## config.mk

```make
export PLATFORM = sky130hd
export DESIGN_NAME = vms_unit
export DESIGN_NICKNAME = d
export VERILOG_FILES = /design/src/rtl/vms_pkg.sv /design/src/rtl/vms_seq.sv /design/src/rtl/vms_arith.sv /design/src/rtl/vms_unit.sv
export SDC_FILE = /design/constraint.sdc
export NUM_CORES = 2
export LEC_CHECK = 0
export BUFFER_PORTS_ARGS = -buffer_cell sky130_fd_sc_hd__buf_2
export CELL_PAD_IN_SITES_DETAIL_PLACEMENT = 1
export CELL_PAD_IN_SITES_GLOBAL_PLACEMENT = 1
export CORE_ASPECT_RATIO = 0.6
export CORE_UTILIZATION = 51
export DETAILED_ROUTE_END_ITERATION = 8
export PLACE_DENSITY_LB_ADDON = 0.15
export SLEW_MARGIN = 25
export SYNTH_ARGS = -nofsm -noshare
export SYNTH_HDL_FRONTEND = slang
export SYNTH_SLANG_ARGS = --single-unit
```

## constraint.sdc

```tcl
create_clock -name clk -period 49.5 [get_ports clk]
set_input_delay 9.9 -clock clk [delete_from_list [all_inputs] [get_ports clk]]
set_output_delay 9.9 -clock clk [all_outputs]
set_load 0.05 [all_outputs]
```

## src/rtl/vms_pkg.sv

```systemverilog
// Shared types and decode for the vector multiply unit.
// Assumes the fixed 32-bit multiply-group instruction layout.
package vms_pkg;
    localparam int INSTR_W = 32;
    localparam int IDX_W   = 7;
    localparam int CNT_W   = 4;
    localparam int MODE_W  = 4;

    typedef enum logic [1:0] {
        OP_MUL  = 2'd0,
        OP_DOT  = 2'd1,
        OP_SAXP = 2'd2,
        OP_RSVD = 2'd3
    } op_e;

    typedef struct packed {
        logic             wide;
        logic [1:0]       shsel;
        logic             rnd;
        op_e              op;
        logic [CNT_W-1:0] cnt;
        logic [IDX_W-1:0] a;
        logic [IDX_W-1:0] d;
        logic [IDX_W-1:0] b;
    } cmd_t;

    // Split an instruction word into its fields.
    function automatic cmd_t decode(input logic [INSTR_W-1:0] w);
        cmd_t c;
        c.wide  = w[30];
        c.shsel = w[29:28];
        c.rnd   = w[23];
        c.op    = op_e'(w[22:21]);
        c.cnt   = w[27:24];
        c.a     = w[20:14];
        c.d     = w[13:7];
        c.b     = w[6:0];
        return c;
    endfunction

    // True when mode and operation are both supported.
    function automatic logic legal(input logic [INSTR_W-1:0] w);
        return (w[31] == 1'b0) && (w[29:28] != 2'b11) && (w[22:21] != 2'b11);
    endfunction
endpackage

```

## src/rtl/vms_seq.sv

```systemverilog
// Element sequencer: accepts an instruction when idle, then steps one
// element per clock and produces the register indices for each element.
// Assumes the register file answers reads combinationally.
module vms_seq
    import vms_pkg::*;
(
    input  logic               clk,
    input  logic               rst_n,
    input  logic               start,
    input  logic [INSTR_W-1:0] instr,
    output logic               busy,
    output logic               done,
    output logic               accept,
    output logic               last,
    output cmd_t               cmd,
    output logic [IDX_W-1:0]   a_idx,
    output logic [IDX_W-1:0]   b_idx,
    output logic [IDX_W-1:0]   d_idx
);
    logic [CNT_W-1:0] k;

    assign accept = start && !busy;
    assign last   = busy && (k == cmd.cnt);

    // Latch the command, count elements and raise the completion pulse.
    always_ff @(posedge clk) begin
        if (!rst_n) begin
            busy <= 1'b0;
            done <= 1'b0;
            k    <= '0;
            cmd  <= '0;
        end else begin
            done <= 1'b0;
            if (accept) begin
                cmd <= decode(instr);
                k   <= '0;
                if (legal(instr)) busy <= 1'b1;
                else              done <= 1'b1;
            end else if (busy) begin
                if (k == cmd.cnt) begin
                    busy <= 1'b0;
                    done <= 1'b1;
                end else begin
                    k <= k + 1'b1;
                end
            end
        end
    end

    // Element indices: sources always advance; the dot destination stays put.
    always_comb begin
        a_idx = cmd.a + IDX_W'(k);
        b_idx = cmd.b + IDX_W'(k);
        d_idx = (cmd.op == OP_DOT) ? cmd.d : cmd.d + IDX_W'(k);
    end

    AST_DONE_PULSE: assert property (@(posedge clk) disable iff (!rst_n)
        done |=> !done);
    AST_BUSY_ENDS_DONE: assert property (@(posedge clk) disable iff (!rst_n)
        $fell(busy) |-> done);
    AST_INDEX_STEP: assert property (@(posedge clk) disable iff (!rst_n)
        busy && $past(busy) |-> a_idx == $past(a_idx) + 1'b1);
endmodule

```

## src/rtl/vms_arith.sv

```systemverilog
// Multiply, optional accumulate, round and shift for one element.
// Assumes shsel is 0..2; purely combinational.
module vms_arith
    import vms_pkg::*;
#(
    parameter int DATA_W = 32,
    parameter int HALF_W = 16,
    parameter int ACC_W  = 64
) (
    input  logic                    wide,
    input  logic [1:0]              shsel,
    input  logic                    rnd,
    input  op_e                     op,
    input  logic [DATA_W-1:0]       a,
    input  logic [DATA_W-1:0]       b,
    input  logic [DATA_W-1:0]       s,
    input  logic signed [ACC_W-1:0] acc,
    output logic signed [ACC_W-1:0] prod,
    output logic [DATA_W-1:0]       result
);
    localparam int NSH = 3;
    localparam int SH_STEP = 8;

    logic signed [ACC_W-1:0] opa, opb, base, sel;
    logic signed [ACC_W-1:0] scaled [NSH];
    logic [HALF_W-1:0] mul_b;

    // Sign-extend operands and form the product.
    always_comb begin
        mul_b = (op == OP_SAXP) ? s[HALF_W-1:0] : b[HALF_W-1:0];
        opa   = wide ? {{(ACC_W-DATA_W){a[DATA_W-1]}}, a}
                     : {{(ACC_W-HALF_W){a[HALF_W-1]}}, a[HALF_W-1:0]};
        opb   = {{(ACC_W-HALF_W){mul_b[HALF_W-1]}}, mul_b};
        prod  = opa * opb;
        base  = (op == OP_DOT) ? acc + prod : prod;
    end

    // One rounding/shift path per shift amount.
    for (genvar g = 0; g < NSH; g++) begin : g_shift
        localparam int SH = g * SH_STEP;
        if (SH == 0) begin : g_none
            assign scaled[g] = base;
        end else begin : g_some
            localparam logic signed [ACC_W-1:0] HALF = ACC_W'(1) << (SH - 1);
            assign scaled[g] = (base + (rnd ? HALF : '0)) >>> SH;
        end
    end

    // Pick the shift variant and apply the scaled-add term.
    always_comb begin
        sel    = (shsel < 2'(NSH)) ? scaled[shsel] : '0;
        result = (op == OP_SAXP) ? sel[DATA_W-1:0] + b : sel[DATA_W-1:0];
    end
endmodule

```

## src/rtl/vms_unit.sv

```systemverilog
// Top of the vector multiply / dot / scaled-add unit. Drives register file
// read indices, writes one result per element (or one per dot product).
// Assumes the register file read data is valid in the cycle of the index.
module vms_unit
    import vms_pkg::*;
#(
    parameter int DATA_W = 32,
    parameter int HALF_W = 16,
    parameter int ACC_W  = 64
) (
    input  logic               clk,
    input  logic               rst_n,
    input  logic               start,
    input  logic [INSTR_W-1:0] instr,
    output logic               busy,
    output logic               done,
    output logic [IDX_W-1:0]   rd_a_idx,
    input  logic [DATA_W-1:0]  rd_a_data,
    output logic [IDX_W-1:0]   rd_b_idx,
    input  logic [DATA_W-1:0]  rd_b_data,
    input  logic [DATA_W-1:0]  scale_data,
    output logic               wr_en,
    output logic [IDX_W-1:0]   wr_idx,
    output logic [DATA_W-1:0]  wr_data
);
    cmd_t cmd;
    logic accept, last;
    logic [IDX_W-1:0] d_idx;
    logic signed [ACC_W-1:0] acc, prod;

    vms_seq u_seq (
        .clk(clk), .rst_n(rst_n), .start(start), .instr(instr),
        .busy(busy), .done(done), .accept(accept), .last(last), .cmd(cmd),
        .a_idx(rd_a_idx), .b_idx(rd_b_idx), .d_idx(d_idx)
    );

    vms_arith #(.DATA_W(DATA_W), .HALF_W(HALF_W), .ACC_W(ACC_W)) u_arith (
        .wide(cmd.wide), .shsel(cmd.shsel), .rnd(cmd.rnd), .op(cmd.op),
        .a(rd_a_data), .b(rd_b_data), .s(scale_data), .acc(acc),
        .prod(prod), .result(wr_data)
    );

    // Running dot-product sum, cleared when an instruction is accepted.
    always_ff @(posedge clk) begin
        if (!rst_n)      acc <= '0;
        else if (accept) acc <= '0;
        else if (busy)   acc <= acc + prod;
    end

    // Write strobe: skip register 0, and for dot only on the last element.
    always_comb begin
        wr_idx = d_idx;
        wr_en  = busy && (d_idx != '0) && ((cmd.op != OP_DOT) || last);
    end

    AST_NO_ZERO_WRITE: assert property (@(posedge clk) disable iff (!rst_n)
        wr_en |-> wr_idx != '0);
    AST_WRITE_WHILE_BUSY: assert property (@(posedge clk) disable iff (!rst_n)
        wr_en |-> busy);
    AST_START_IGNORED: assert property (@(posedge clk) disable iff (!rst_n)
        busy && start && !last |=> busy);
    AST_IDLE_AFTER_RESET: assert property (@(posedge clk)
        !rst_n |=> !busy && !done);
endmodule

```

Word level (Yosys, flattened, before mapping)

Cells that the tools add are included.

Divide/modulo/power cells: 0
Shift-type cells: 0
Add/sub/neg operators: 8
Order comparisons: 2
Multiply operators: 1
Reductions and logical operators: 11
Eq/ne operators: 7
Bitwise gates (word level): 4
Mux-type cells: 19

Operators by type and width:

| kind                | count |
|---|---|
| $add 64x64->64      | 3 |
| $bmux 64 s2         | 1 |
| $mux 32             | 4 |
| $mux 64             | 2 |
| $mul 64x16->64      | 1 |
| $add 32x32->32      | 1 |
| $mux 16             | 2 |
| $add 7x4->7         | 3 |
| $mux 1              | 8 |
| $mux 8              | 1 |
| $mux 7              | 1 |
| $reduce_bool 7->1   | 1 |
| $logic_and 1x1->1   | 6 |
| $add 4x1->4 const B | 1 |
| $eq 4x4->1          | 1 |
| $ne 2x1->1 const B  | 2 |
| $ne 2x2->1 const B  | 2 |
| $ge 3x3->1 const B  | 1 |
| $not 1->1           | 3 |
| $not 2->3           | 1 |
| $eq 2x1->1 const B  | 1 |
| $eq 2x2->1 const B  | 1 |
| $lt 2x2->1 const B  | 1 |
| $reduce_and 2->1    | 1 |
| other kinds (3)     | 3 |

RAM bits: 0
Bits in registers: 101
Bits in read-only memories: 0
Output and inout bits: 56
Memories: 0
Input port bits: 131
Bits in latches: 0

Logic depth before layout (Yosys ltp)

Depth after elaboration: 12
Mapped depth: 56
Mapped depth without buffers: 52

Modules after synthesis

A second synthesis with hierarchy kept.

Cells, all modules: 4477
Area, all modules: 34585.7 sq um

By module, submodules not included:

| module    | sequential area each (sq um) | times used | area each (sq um) | cells an instance |
|---|---|---|---|---|
| vms_arith | 0.0                          | 1          | 26446.6           | 3417 |
| vms_unit  | 1281.2                       | 1          | 6094.6            | 816 |
| vms_seq   | 740.7                        | 1          | 2044.5            | 244 |

Worst setup path before layout

Ideal clock, no wire load.

Kind: input -> output
From: input rd_a_data[15]
To: output wr_data[31]
Arrival time: 21.414 ns
Required time: 39.600 ns
Cell stages on the path: 52
Path slack: 18.186 ns
Cells stage by stage: clkbuf_1 > nand2b_1 > clkbuf_1 > clkbuf_1 > nand2_1 > clkbuf_1 > nand2_1 > fa_1 > inv_1 > fa_1 > inv_1 > fa_1 > fa_1 > inv_1 > fa_1 > inv_1 > fa_1 > inv_1 > [... 16 more ...] > nand4b_1 > nor2_1 > nand2_1 > xnor2_1 > nor2_1 > mux2_2 > ha_1 > a2111oi_0 > a211o_1 > a211oi_1 > a21oi_1 > a211oi_1 > a211o_1 > o211ai_1 > o21ai_0 > xor2_1 > nand2_1 > xnor2_1

Longest elaborated chain between the ends: 11
Elaborated cells on any way between the ends: 12
Those cells by class: 4 x add/sub; 1 x mul; 7 x mux

RTL lines:

| element                                         | RTL line        | source |
|---|---|---|
| start, declared                                 | vms_unit.sv:18  | `input logic [DATA_W-1:0] rd_a_data,` |
| $mux 64 (*)                                     | vms_arith.sv:31 | `opa = wide ? {{(ACC_W-DATA_W){a[DATA_W-1]}}, a}` |
| $mul 64x16->64 (*)                              | vms_arith.sv:34 | `prod = opa * opb;` |
| $add 64x64->64                                  | vms_arith.sv:35 | `base = (op == OP_DOT) ? acc + prod : prod;` |
| $mux 64 (*)                                     | vms_arith.sv:35 |  |
| $add 64x64->64                                  | vms_arith.sv:45 | `assign scaled[g] = (base + (rnd ? HALF : '0)) >>> SH;` |
| $bmux 64 s2 (*)                                 | vms_arith.sv:51 | `sel = (shsel < 2'(NSH)) ? scaled[shsel] : '0;` |
| $mux 32 (not written as such) (*) (2 in series) | vms_arith.sv:51 |  |
| $mux 32 (*)                                     | vms_arith.sv:51 |  |
| $add 32x32->32                                  | vms_arith.sv:52 | `result = (op == OP_SAXP) ? sel[DATA_W-1:0] + b : sel[DATA_W-1:0];` |
| $mux 32 (*)                                     | vms_arith.sv:52 |  |
| end, declared                                   | vms_unit.sv:24  | `output logic [DATA_W-1:0] wr_data` |

Mark *: on every way between the ends. The rest lies on a longest branch, timed or not. The select of a mux whose other input is x is not followed.

Worst setup path after layout

From: input rd_b_data[15]
To: output wr_data[31]

Longest elaborated chain between the ends: 11
Elaborated cells on any way between the ends: 12
Those cells by class: 4 x add/sub; 1 x mul; 7 x mux

RTL lines:

| element                                     | RTL line        | source |
|---|---|---|
| start, declared                             | vms_unit.sv:20  | `input logic [DATA_W-1:0] rd_b_data,` |
| $mux 16                                     | vms_arith.sv:30 | `mul_b = (op == OP_SAXP) ? s[HALF_W-1:0] : b[HALF_W-1:0];` |
| $mul 64x16->64                              | vms_arith.sv:34 |  |
| $add 64x64->64                              | vms_arith.sv:35 |  |
| $mux 64                                     | vms_arith.sv:35 |  |
| $add 64x64->64                              | vms_arith.sv:45 |  |
| $bmux 64 s2                                 | vms_arith.sv:51 |  |
| $mux 32 (not written as such) (2 in series) | vms_arith.sv:51 |  |
| $mux 32                                     | vms_arith.sv:51 |  |
| $add 32x32->32                              | vms_arith.sv:52 |  |
| $mux 32 (*)                                 | vms_arith.sv:52 |  |

Marked as above.

==> results.json <==
{
  "synth_compound_area_frac": 0.139,
  "grt_max_degree": 57,
  "async_flop_share": 0,
  "htree_levels": 3,
  "drt_drc_violations_left": 0,
  "critPathMaxStageDelay_ns": 0.88,
  "yosys.area_share.adder": 0.419,
  "synth_xor_area_frac": 0.0548,
  "hold_buffers": 0,
  "slew_viol_final": 0,
  "max_freq_ghz": 0.0291,
  "clock_latency_ns": 0.38,
  "endpoint_kind": "primary output",
  "vias": 26820,
  "grt_pass1_wl_um": 165000,
  "synth_top_family_by_area": "adder cells",
  "grt_antenna_before_repair": 2,
  "cp_common_cell": "fa_1",
  "synth_top_cell_area_share": 0.331,
  "place_congestion": 0.946,
  "die_w_um": 314,
  "ys_seq_area_frac": 0.0573,
  "cap_violations": 0,
  "fin_nets": 4555,
  "drtAntennaViolNets": 0,
  "port_buffers": 170,
  "synth_area_leaders": "fa_1 (33%), ha_1 (8.8%), inv_1 (7.2%)",
  "slew_headroom": 0.318,
  "overflow": 0,
  "pin_count": 187,
  "place_ws_ns": 15.38,
  "final_hold_viol_count": 0,
  "wirelength_um": 104000,
  "path_clk_slew_ns": 0.08,
  "first_global_vias": 28677,
  "setup_viol": 0,
  "synth_edf_count": 0,
  "cts_resized": 0,
  "fin_hold_ws_ns": 0.476,
  "cpMaxStageDelayCell": "clkinv_1",
  "cts.sinks": 85,
  "startpoint_type": "input port",
  "cts_buffer_depth": 2,
  "diodes": 0,
  "yosys_warnings": 0,
  "synth_area_leader_cell": "fa_1",
  "synth.area.mux_share": 0.0371,
  "path_max_fanout": 18,
  "yosysUniqueCellTypes": 99,
  "avgSynthCellArea_um2": 8.02,
  "postCtsSetupBuffers": 0,
  "synth.net_count": 4535,
  "fp-row-count": 68,
  "syn-cell-area_um2": 29700,
  "finClkSkew_ns": 0.0116,
  "fin_ws_ns": 15.19,
  "yosys.area_share.simple": 0.196,
  "coreArea_um2": 57500,
  "cts_tree": "done",
  "stdcell_area_um2": 31300,
  "dr.first_iter.drc_count": 2027,
  "start_util": 0.517,
  "min_period_over_period": 0.693,
  "syn_to_final_growth_pct": 5.35,
  "worst-path-buf-inv": 6,
  "crit_required_ns": 39.60,
  "setup_tns_ns": 0,
  "grt_usage": 0.358,
  "cpLargestDelayFamily": "adder cells",
  "worstHoldPathType": "flop to flop",
  "place_area_um2": 31000,
  "min_period_ns": 34.31,
  "die_area_um2": 59300,
  "first_pass_iters": 5,
  "viasPerCell": 5.96,
  "grt_setup_unrepaired": "no",
  "synthCells": 3704,
  "root_buffer": "clkbuf_16",
  "ys_ff_latch": 85,
  "run_status": "complete, no violations",
  "dp_hpwl_um": 86400,
  "cts_made_buffers": 9,
  "path_class": "input port to primary output",
  "synth-main-ff-cell": "dfxtp_1",
  "drive_above_1_share": 0.0813,
  "routedWlPerCell_um": 23.1,
  "tightest_slew_ns": 1.02,
  "critical_path_arrival_ns": 24.41,
  "die_y_um": 189
}
placed cells by master (no fill, tap or decap), drive strengths merged, types with 69 or more instances in the layout:
cell | synthesis | final
nor2 | 266 | 266
and2 | 124 | 124
xor2 | 69 | 69
inv | 573 | 577
xnor2 | 117 | 117
a21oi | 184 | 184
fa | 491 | 491
o21ai | 112 | 112
ha | 209 | 209
nand2 | 563 | 563
dfxtp | 85 | 85
buf | 35 | 191
kinds of logic after synthesis:
kind of cell | Yosys count
AOI/OAI and AO/OA | 620
xor gates and xnor gates | 186
adders and majority gates | 700
buffers and inverters | 756
DFF | 85
muxes | 105
and+or+nand+nor | 1252
tightest hold or removal path, stage by stage (launching register included):
cell	delay, ns
dfxtp_1	0.32
nand2_1	0.05
a21boi_0	0.06
stage by stage:
stage | std cells | utilization
after floorplan | 3704 | -
after global placement | 4483 | 0.539
after detailed placement | 4483 | 0.539
after CTS | 4499 | 0.544
after global routing | 4499 | 0.544
final | 4499 | 0.544
final timing paths:
check	to	slack [ns]	cells past startpoint	start
setup reg to reg	acc[45]	37.66	31	u_seq.cmd[26]
hold / removal	u_seq.cmd[16]	0.48	2	u_seq.cmd[16]
hold reg to reg	u_seq.cmd[16]	0.48	2	u_seq.cmd[16]
setup / recovery	wr_data[31]	15.19	47	rd_b_data[15]
layer usage:
layer  up-vias  track usage  routed length, um
li1      11967            -                  -
met1     13859        0.515              47500
met2       877        0.554              46700
met3       115       0.0697               7330
met4         2       0.0887               2400
met5         -            0                 13
sequential cells by signal (all words and copies together), names as in the netlist:
signal,flops
u_seq.done,1
u_seq.busy,1
u_seq.cmd,31
acc,48
u_seq.k,4
synth_stat cells (all sizes together), types with 65 or more instances:
library cell and count:
mux2i 65, clkbuf 147, o21ai 112, inv 573, xor2 69, dfxtp 85, fa 491, nand2 563
nor2 266, ha 209, a21oi 184, xnor2 117, and2 124
final cells by class:
cell class	instances	area, um2
Clock buffer	9	225
Clock inverter	7	75.1
Fill cell	7149	26200
Inverter	574	2150
Multi-Input combinational cell	2863	25200
Sequential cell	85	1700
Tap cell	770	963
Timing Repair Buffer	191	1010
Power is left out: the tool's default activity adds up to more than one toggle a clock period on the data nets, which glitch-free logic cannot reach.
